`config.mk`:
```
export PLATFORM = sky130hd
export DESIGN_NAME = intack_seq
export DESIGN_NICKNAME = d
export VERILOG_FILES = /design/src/rtl/intack_pkg.sv /design/src/rtl/intack_pulse_track.sv /design/src/rtl/intack_cascade.sv /design/src/rtl/intack_byte_sel.sv /design/src/rtl/intack_seq.sv
export SDC_FILE = /design/constraint.sdc
export NUM_CORES = 1
export LEC_CHECK = 0
export BUFFER_PORTS_ARGS = -buffer_cell sky130_fd_sc_hd__buf_4
export CORE_MARGIN = 2
export CORE_UTILIZATION = 49
export CTS_CLUSTER_SIZE = 30
export DETAILED_ROUTE_END_ITERATION = 8
export GPL_TIMING_DRIVEN = 0
export HOLD_SLACK_MARGIN = 0.12
export PLACE_DENSITY = 0.8
export SETUP_SLACK_MARGIN = 0.05
export SLEW_MARGIN = 10
export SYNTH_ARGS = -nofsm -noshare
export SYNTH_HDL_FRONTEND = slang
export SYNTH_HIERARCHICAL = 1
export SYNTH_SLANG_ARGS = --single-unit
```
`constraint.sdc`:
```
create_clock -name clk -period 2.2 [get_ports clk]
set_input_delay 0.11 -clock clk [delete_from_list [all_inputs] [get_ports clk]]
set_output_delay 0.11 -clock clk [all_outputs]
set_load 0.01 [all_outputs]
```
`src/rtl/intack_pkg.sv`:
```
// Shared constants and types for the acknowledge sequencer.
// Assumes an 8-bit data bus and a 3-bit level code.
package intack_pkg;
    localparam logic [7:0] CALL_OPCODE = 8'hCD;
    typedef logic [1:0] pulse_idx_t;
endpackage

```
`src/rtl/intack_pulse_track.sv`:
```
// Tracks acknowledge edges and counts the pulses of one sequence.
// Assumes inta_n is already synchronous to clk.
module intack_pulse_track
    import intack_pkg::*;
(
    input  logic       clk,
    input  logic       rst_n,
    input  logic       inta_n,
    input  logic       call_mode,
    output logic       ack_q,
    output logic       fall,
    output logic       rise,
    output pulse_idx_t idx,
    output logic       mode_q,
    output logic       seq_end
);
    pulse_idx_t cnt;

    assign fall    = ack_q & ~inta_n;
    assign rise    = ~ack_q & inta_n;
    assign idx     = cnt;
    assign seq_end = rise && (cnt == (mode_q ? 2'd3 : 2'd2));

    // Register the input, count the falling edges and latch the mode
    always_ff @(posedge clk) begin
        if (!rst_n) begin
            ack_q  <= 1'b1;
            cnt    <= '0;
            mode_q <= 1'b0;
        end else begin
            ack_q <= inta_n;
            if (fall) begin
                cnt <= cnt + 2'd1;
                if (cnt == 2'd0) mode_q <= call_mode;
            end else if (seq_end) begin
                cnt <= '0;
            end
        end
    end
endmodule

```
`src/rtl/intack_cascade.sv`:
```
// Latches level and role at the first edge and drives the cascade code
// as master or matches it as slave. Assumes slaves sit on levels set in map.
module intack_cascade #(
    parameter int LVL_W = 3,
    localparam int NLVL = 1 << LVL_W
) (
    input  logic             clk,
    input  logic             rst_n,
    input  logic             first,
    input  logic             second,
    input  logic             seq_end,
    input  logic             role_live,
    input  logic [LVL_W-1:0] lvl_live,
    input  logic [NLVL-1:0]  slave_map,
    input  logic [LVL_W-1:0] slave_id,
    input  logic [LVL_W-1:0] cas_in,
    output logic [LVL_W-1:0] level_q,
    output logic             role_q,
    output logic             casc_q,
    output logic             hit_live,
    output logic             hit_q,
    output logic [LVL_W-1:0] cas_out,
    output logic             cas_oe
);
    assign hit_live = (cas_in == slave_id);

    // Capture sequence context and run the cascade drive
    always_ff @(posedge clk) begin
        if (!rst_n) begin
            level_q <= '0;
            role_q  <= 1'b0;
            casc_q  <= 1'b0;
            hit_q   <= 1'b0;
            cas_out <= '0;
            cas_oe  <= 1'b0;
        end else begin
            if (first) begin
                level_q <= lvl_live;
                role_q  <= role_live;
                casc_q  <= role_live && slave_map[lvl_live];
                hit_q   <= 1'b0;
                cas_oe  <= role_live && slave_map[lvl_live];
                cas_out <= (role_live && slave_map[lvl_live]) ? lvl_live : '0;
            end else if (seq_end) begin
                cas_oe  <= 1'b0;
                cas_out <= '0;
            end
            if (second) hit_q <= hit_live;
        end
    end

    // the cascade code holds steady while it is driven
    p_cas_stable_r6: assert property (@(posedge clk) disable iff (!rst_n)
        (cas_oe && $past(cas_oe)) |-> $stable(cas_out));
    // only a master starts driving the cascade lines
    p_cas_master_r9: assert property (@(posedge clk) disable iff (!rst_n)
        $rose(cas_oe) |-> role_q);
endmodule

```
`src/rtl/intack_byte_sel.sv`:
```
// Chooses whether this controller owns the current pulse and which byte it returns.
// Pure combinational; assumes DW > LVL_W + 2.
module intack_byte_sel
    import intack_pkg::*;
#(
    parameter int LVL_W = 3,
    parameter int DW    = 8,
    localparam int VB_W = DW - LVL_W,
    localparam int LO_W = DW - LVL_W - 2
) (
    input  logic             is_master,
    input  logic             three_pulse,
    input  pulse_idx_t       idx,
    input  logic             cascaded,
    input  logic             slave_hit,
    input  logic [LVL_W-1:0] level,
    input  logic [VB_W-1:0]  vec_base,
    input  logic [LO_W-1:0]  call_lo,
    input  logic [DW-1:0]    call_hi,
    output logic             drive,
    output logic [DW-1:0]    byte_val
);
    logic addr_pulse;
    assign addr_pulse = (idx == 2'd1) || (idx == 2'd2);

    // Decide ownership of the pulse
    always_comb begin
        if (is_master)
            drive = three_pulse ? ((idx == 2'd0) || (addr_pulse && !cascaded))
                                : ((idx == 2'd1) && !cascaded);
        else
            drive = three_pulse ? (addr_pulse && slave_hit)
                                : ((idx == 2'd1) && slave_hit);
    end

    // Select the response byte
    always_comb begin
        if (!three_pulse)       byte_val = {vec_base, level};
        else if (idx == 2'd0)   byte_val = CALL_OPCODE;
        else if (idx == 2'd1)   byte_val = {call_lo, level, 2'b00};
        else                    byte_val = call_hi;
    end
endmodule

```
`src/rtl/intack_seq.sv`:
```
// Top of the acknowledge sequencer: pulse tracking, cascade handling and
// data bus drive. Assumes synchronous acknowledge input and stable config.
module intack_seq
    import intack_pkg::*;
#(
    parameter int LVL_W = 3,
    parameter int DW    = 8,
    localparam int NLVL = 1 << LVL_W,
    localparam int VB_W = DW - LVL_W,
    localparam int LO_W = DW - LVL_W - 2
) (
    input  logic             clk,
    input  logic             rst_n,
    input  logic             inta_n,
    input  logic             call_mode,
    input  logic             buf_mode,
    input  logic             cfg_master,
    input  logic             sp_en_in,
    output logic             sp_en_out,
    output logic             sp_en_oe,
    input  logic             win_valid,
    input  logic [LVL_W-1:0] win_level,
    input  logic [NLVL-1:0]  slave_map,
    input  logic [LVL_W-1:0] slave_id,
    input  logic [VB_W-1:0]  vec_base,
    input  logic [LO_W-1:0]  call_lo,
    input  logic [DW-1:0]    call_hi,
    input  logic [LVL_W-1:0] cas_in,
    output logic [LVL_W-1:0] cas_out,
    output logic             cas_oe,
    output logic [DW-1:0]    data_out,
    output logic             data_oe,
    output logic             isr_set,
    output logic [LVL_W-1:0] isr_lvl
);
    logic ack_q, fall, rise, mode_q, seq_end, first, second;
    pulse_idx_t idx;
    logic role_live, role_q, casc_q, hit_live, hit_q, hit_eff, role_eff, mode_eff;
    logic [LVL_W-1:0] lvl_live, level_q;
    logic drive;
    logic [DW-1:0] byte_val;

    assign role_live = buf_mode ? cfg_master : sp_en_in;
    assign lvl_live  = win_valid ? win_level : LVL_W'(NLVL - 1);
    assign first     = fall && (idx == 2'd0);
    assign second    = fall && (idx == 2'd1);
    assign role_eff  = first ? role_live : role_q;
    assign mode_eff  = first ? call_mode : mode_q;
    assign hit_eff   = second ? hit_live : hit_q;
    assign sp_en_oe  = buf_mode;
    assign sp_en_out = ~data_oe;

    intack_pulse_track u_track (
        .clk(clk), .rst_n(rst_n), .inta_n(inta_n), .call_mode(call_mode),
        .ack_q(ack_q), .fall(fall), .rise(rise), .idx(idx),
        .mode_q(mode_q), .seq_end(seq_end)
    );

    intack_cascade #(.LVL_W(LVL_W)) u_casc (
        .clk(clk), .rst_n(rst_n), .first(first), .second(second),
        .seq_end(seq_end), .role_live(role_live), .lvl_live(lvl_live),
        .slave_map(slave_map), .slave_id(slave_id), .cas_in(cas_in),
        .level_q(level_q), .role_q(role_q), .casc_q(casc_q),
        .hit_live(hit_live), .hit_q(hit_q), .cas_out(cas_out), .cas_oe(cas_oe)
    );

    intack_byte_sel #(.LVL_W(LVL_W), .DW(DW)) u_sel (
        .is_master(role_eff), .three_pulse(mode_eff), .idx(idx),
        .cascaded(casc_q), .slave_hit(hit_eff), .level(level_q),
        .vec_base(vec_base), .call_lo(call_lo), .call_hi(call_hi),
        .drive(drive), .byte_val(byte_val)
    );

    // Drive the data bus per pulse and raise the in-service strobe
    always_ff @(posedge clk) begin
        if (!rst_n) begin
            data_oe  <= 1'b0;
            data_out <= '0;
            isr_set  <= 1'b0;
            isr_lvl  <= '0;
        end else begin
            isr_set <= first;
            if (first) isr_lvl <= lvl_live;
            if (fall) begin
                data_oe  <= drive;
                data_out <= byte_val;
            end else if (rise) begin
                data_oe  <= 1'b0;
            end
        end
    end

    // the bus is driven only while the pulse is low
    p_oe_low_r5: assert property (@(posedge clk) disable iff (!rst_n)
        data_oe |-> !ack_q);
    // the in-service strobe lasts one cycle
    p_isr_single_r2: assert property (@(posedge clk) disable iff (!rst_n)
        isr_set |=> !isr_set);
    // in two-pulse mode only the second pulse carries data
    p_vec_second_r4: assert property (@(posedge clk) disable iff (!rst_n)
        (data_oe && !mode_q) |-> (idx == 2'd2));
    // a slave drives only after a cascade match
    p_slave_hit_r8: assert property (@(posedge clk) disable iff (!rst_n)
        (data_oe && !role_q) |-> hit_q);
endmodule

```
==> results.md <==
* Final core occ at 71.26%
* Max_cap viols at 0
* Final #Nets at 283
* VDD IR max at around 450 µV
* Most frequent cells in the layout: buf_4 (62), dfxtp_1 (25), mux2i_1 (15)
* Clock Path Buffers at 2
* Largest net degree at the start of global routing at 18
* Final ANT Viol Nets at 0
* Vias/cell at ~5.2
* Power Dens Cells at approximately 500 nW/µm²
* Achievable frequency at 0.4937 GHz
* Multi-input logic area at 979.7 µm²
* Critical Path Source Type: input pin
* Initial antenna violation count at 0
* Vias in the first global route at ~1500
* Syn Nets at 213
* First-pass GRT wire length at around 6.1 mm
* TNS Setup at 0 ns
* Design Power at ~1.1 mW
* WP data arrival at 2.28 ns
* Yosys top cell by area: dfxtp_1
* Height of the die at between 60 and 70 µm
* HPWL Detailed at ~3.0 mm
* TritonCTS clock tree: yes
* Final worst slack at between 0.15 and 0.2 ns
* Hold Fails Final Rpt at 0
* Cell Rows at 20
* Required time worst endpoint at ~2.5 ns
* Synth top area cells: dfxtp_1 (34%), mux2i_1 (9.4%), nor2b_1 (5.5%), ha_1 (3.1%), mux2_4 (2.8%)
* Synth warnings at 6
* Share of layout cells above drive strength 1 at 36.71%
* Final setup vio count at 0
* EDFF count, synth at 0
* Antenna cells at 0
* CTS sink count at 27
* DR pass1 iterations at 4
* Initial Util at between 50 and 60%
* Status: finished clean
* Total leakage power at slightly below 1 nW
* Worst-Margin Slew at just under 0.5 ns
* Via count at 1470
* Cell seen most often among critical-path stages: a31oi_1
* Yosys reg bits at 27
* Total congestion overflow at 0
* Yosys top cell area share at 33.72%
* Die X at 61.19 µm
* Crit path kind: input pin to flop
* Cell count after synthesis at ~170
* Most common flop cell mapped by yosys: dfxtp_1
* DR DRC count at 0
* Post-synthesis cell area at about 1600 µm²
* Io pins at 60
* Total track usage at between 20 and 25%
* Count of cell types in the netlist at 47
* Reg area at around 540 µm²
* IO buf count at between 50 and 60
* CP max stage cell: dlygate4sd3_1
* RSZ-0062 raised after global routing: false
* Root Buffer Master: clkbuf_4
* Commonest non-fill, non-tap cell in the layout: buf_4
* Non-Filler Instances at around 280
* Crit path largest cell delay at 0.54 ns
* Core ar. at 3078 µm²
* Clk slew on worst S/H paths at 0.16 ns
* CP cell instances: dlygate4sd3_1 -> buf_4 -> nor2b_4 -> nor3b_4 -> mux2_4 -> or2_2 -> a31oi_1 -> a31oi_1 -> a21oi_1 -> nor2b_1
* Max Slew Vio Count at 0
* Fin crit share at between 90% and 100%
* Area growth syn-to-layout at 36.85%
* H-tree level count at 1
* Syn Area/Cell at between 9 and 10 µm²
* Ys async rst share at 0%
* Die area at 3744 µm²
* Register area share after synthesis at between 30% and 40%
* FILL cells at between 200 and 300
* Average wire per standard cell at around 14 µm
* Dpl cells at about 270
* Slew headroom at roughly two thirds
* Inserted Clock Buffers at 3
* DP Worst Slack at -0.1014 ns
* Maximum fanout along the worst path at 5
* Drt first-iter violations at 49
* HP Class: input pin to flop
* Min Tclk post-route at roughly 2 ns
* Worst-Skew Late Latency at approximately 0.33 ns
* Skew final at 0.001320 ns
* Placer Congestion at around 0.74
* Crit end category: flop
* Post-Route WL at 3.797 mm
-- logic make-up after synthesis --
logic type,synth area share (%)
adders and majority gates,3.123
and+or+nand+nor,22.01
muxes,19.20
buffers and inverters,5.386
xor gates and xnor gates,2.186
DFF,33.72
AOI/OAI and AO/OA,14.36
-- routing by layer --
metal	part of all wire [%]	GRT usage (%)	vias to the layer above
met4	0.76	5.280	0
met2	55	40.43	32
met1	40	23.51	696
met5	0	0	-
met3	4.1	5.882	4
li1	-	-	738
-- path summary, 6_finish.rpt --
check / slack (ns) / cells past startpoint / from / to
min: 0.14 / 4 / vec_base[4] / data_out[7]
max: 0.17 / 10 / inta_n / data_oe
min reg2reg: 0.48 / 2 / u_casc/cas_out[1] / u_casc/cas_out[1]
max reg2reg: 0.22 / 7 / u_track/idx[1] / data_oe
-- synth_stat cells (2+ instances only) --
master / number
o31ai_1: 4
clkbuf_1: 2
ha_1: 4
mux2_1: 3
xor2_1: 3
nand2_1: 9
o22ai_1: 2
dfxtp_1: 27
buf_2: 3
nor3b_1: 2
mux4_2: 2
o21ai_0: 3
mux2i_1: 15
buf_6: 2
nand3b_1: 2
a31oi_1: 2
o22a_1: 4
o21ai_1: 3
inv_1: 9
nor2_1: 4
nor2b_1: 14
nand3_1: 8
mux2_2: 3
nand4_1: 2
mux2_4: 3
nand2b_1: 7
a21oi_1: 5
a21boi_1: 2
-- through the flow --
| stage | hold slack, ns | area (µm²) |
|---|---|---|
| 2_1_floorplan | 0.1830 | 1603 |
| 3_3_place_gp | 0.3385 | 2101 |
| 3_5_place_dp | 0.3475 | 2101 |
| 4_1_cts | 0.1382 | 2180 |
| 5_1_grt | 0.1432 | 2193 |
| 6_report | 0.1413 | 2193 |
-- power breakdown --
part	internal, mW	switching, mW	leakage (nW)
registers	0.523	0.0288	0.221
logic	0.192	0.147	0.730
clock network	0.0743	0.161	0.0183
total	0.789	0.337	0.970
-- flip-flops by register name, indices dropped and copies added, names as in the netlist --
| name | cells |
|---|---|
| u_track/ack_q | 1 |
| isr_lvl | 3 |
| data_out | 8 |
| u_casc/role_q | 1 |
| u_track/idx | 2 |
| u_casc/casc_q | 1 |
| u_casc/level_q | 3 |
| u_track/mode_q | 1 |
| u_casc/hit_q | 1 |
| data_oe | 1 |
| isr_set | 1 |
| u_casc/cas_out | 3 |
| u_casc/cas_oe | 1 |
-- what timing repair did --
item                                   CTS  global route
gates resized for setup                  0             3
endpoints found under the hold margin   10             0
hold buffers                             4             0
setup endpoints to repair                9             6
buffers inserted                         1             1
-- layout make-up --
| cell class | count | area share (%) |
|---|---|---|
| Clock buffer | 3 | 1.027 |
| Multi-Input combinational cell | 124 | 44.67 |
| Buffer | 8 | 2.396 |
| Timing Repair Buffer | 65 | 22.70 |
| Tap cell | 44 | 2.510 |
| Sequential cell | 27 | 24.76 |
| Inverter | 9 | 1.540 |
| Clock inverter | 1 | 0.3993 |
-- worst max-delay path, delay by kind of cell --
| kind | cells | cell delay [ns] |
|---|---|---|
| buf+inv | 2 | 0.69 |
| mux | 1 | 0.33 |
| compound gates | 3 | 0.38 |
| simple gates | 4 | 0.76 |
Power figures use the tool's default switching activity.
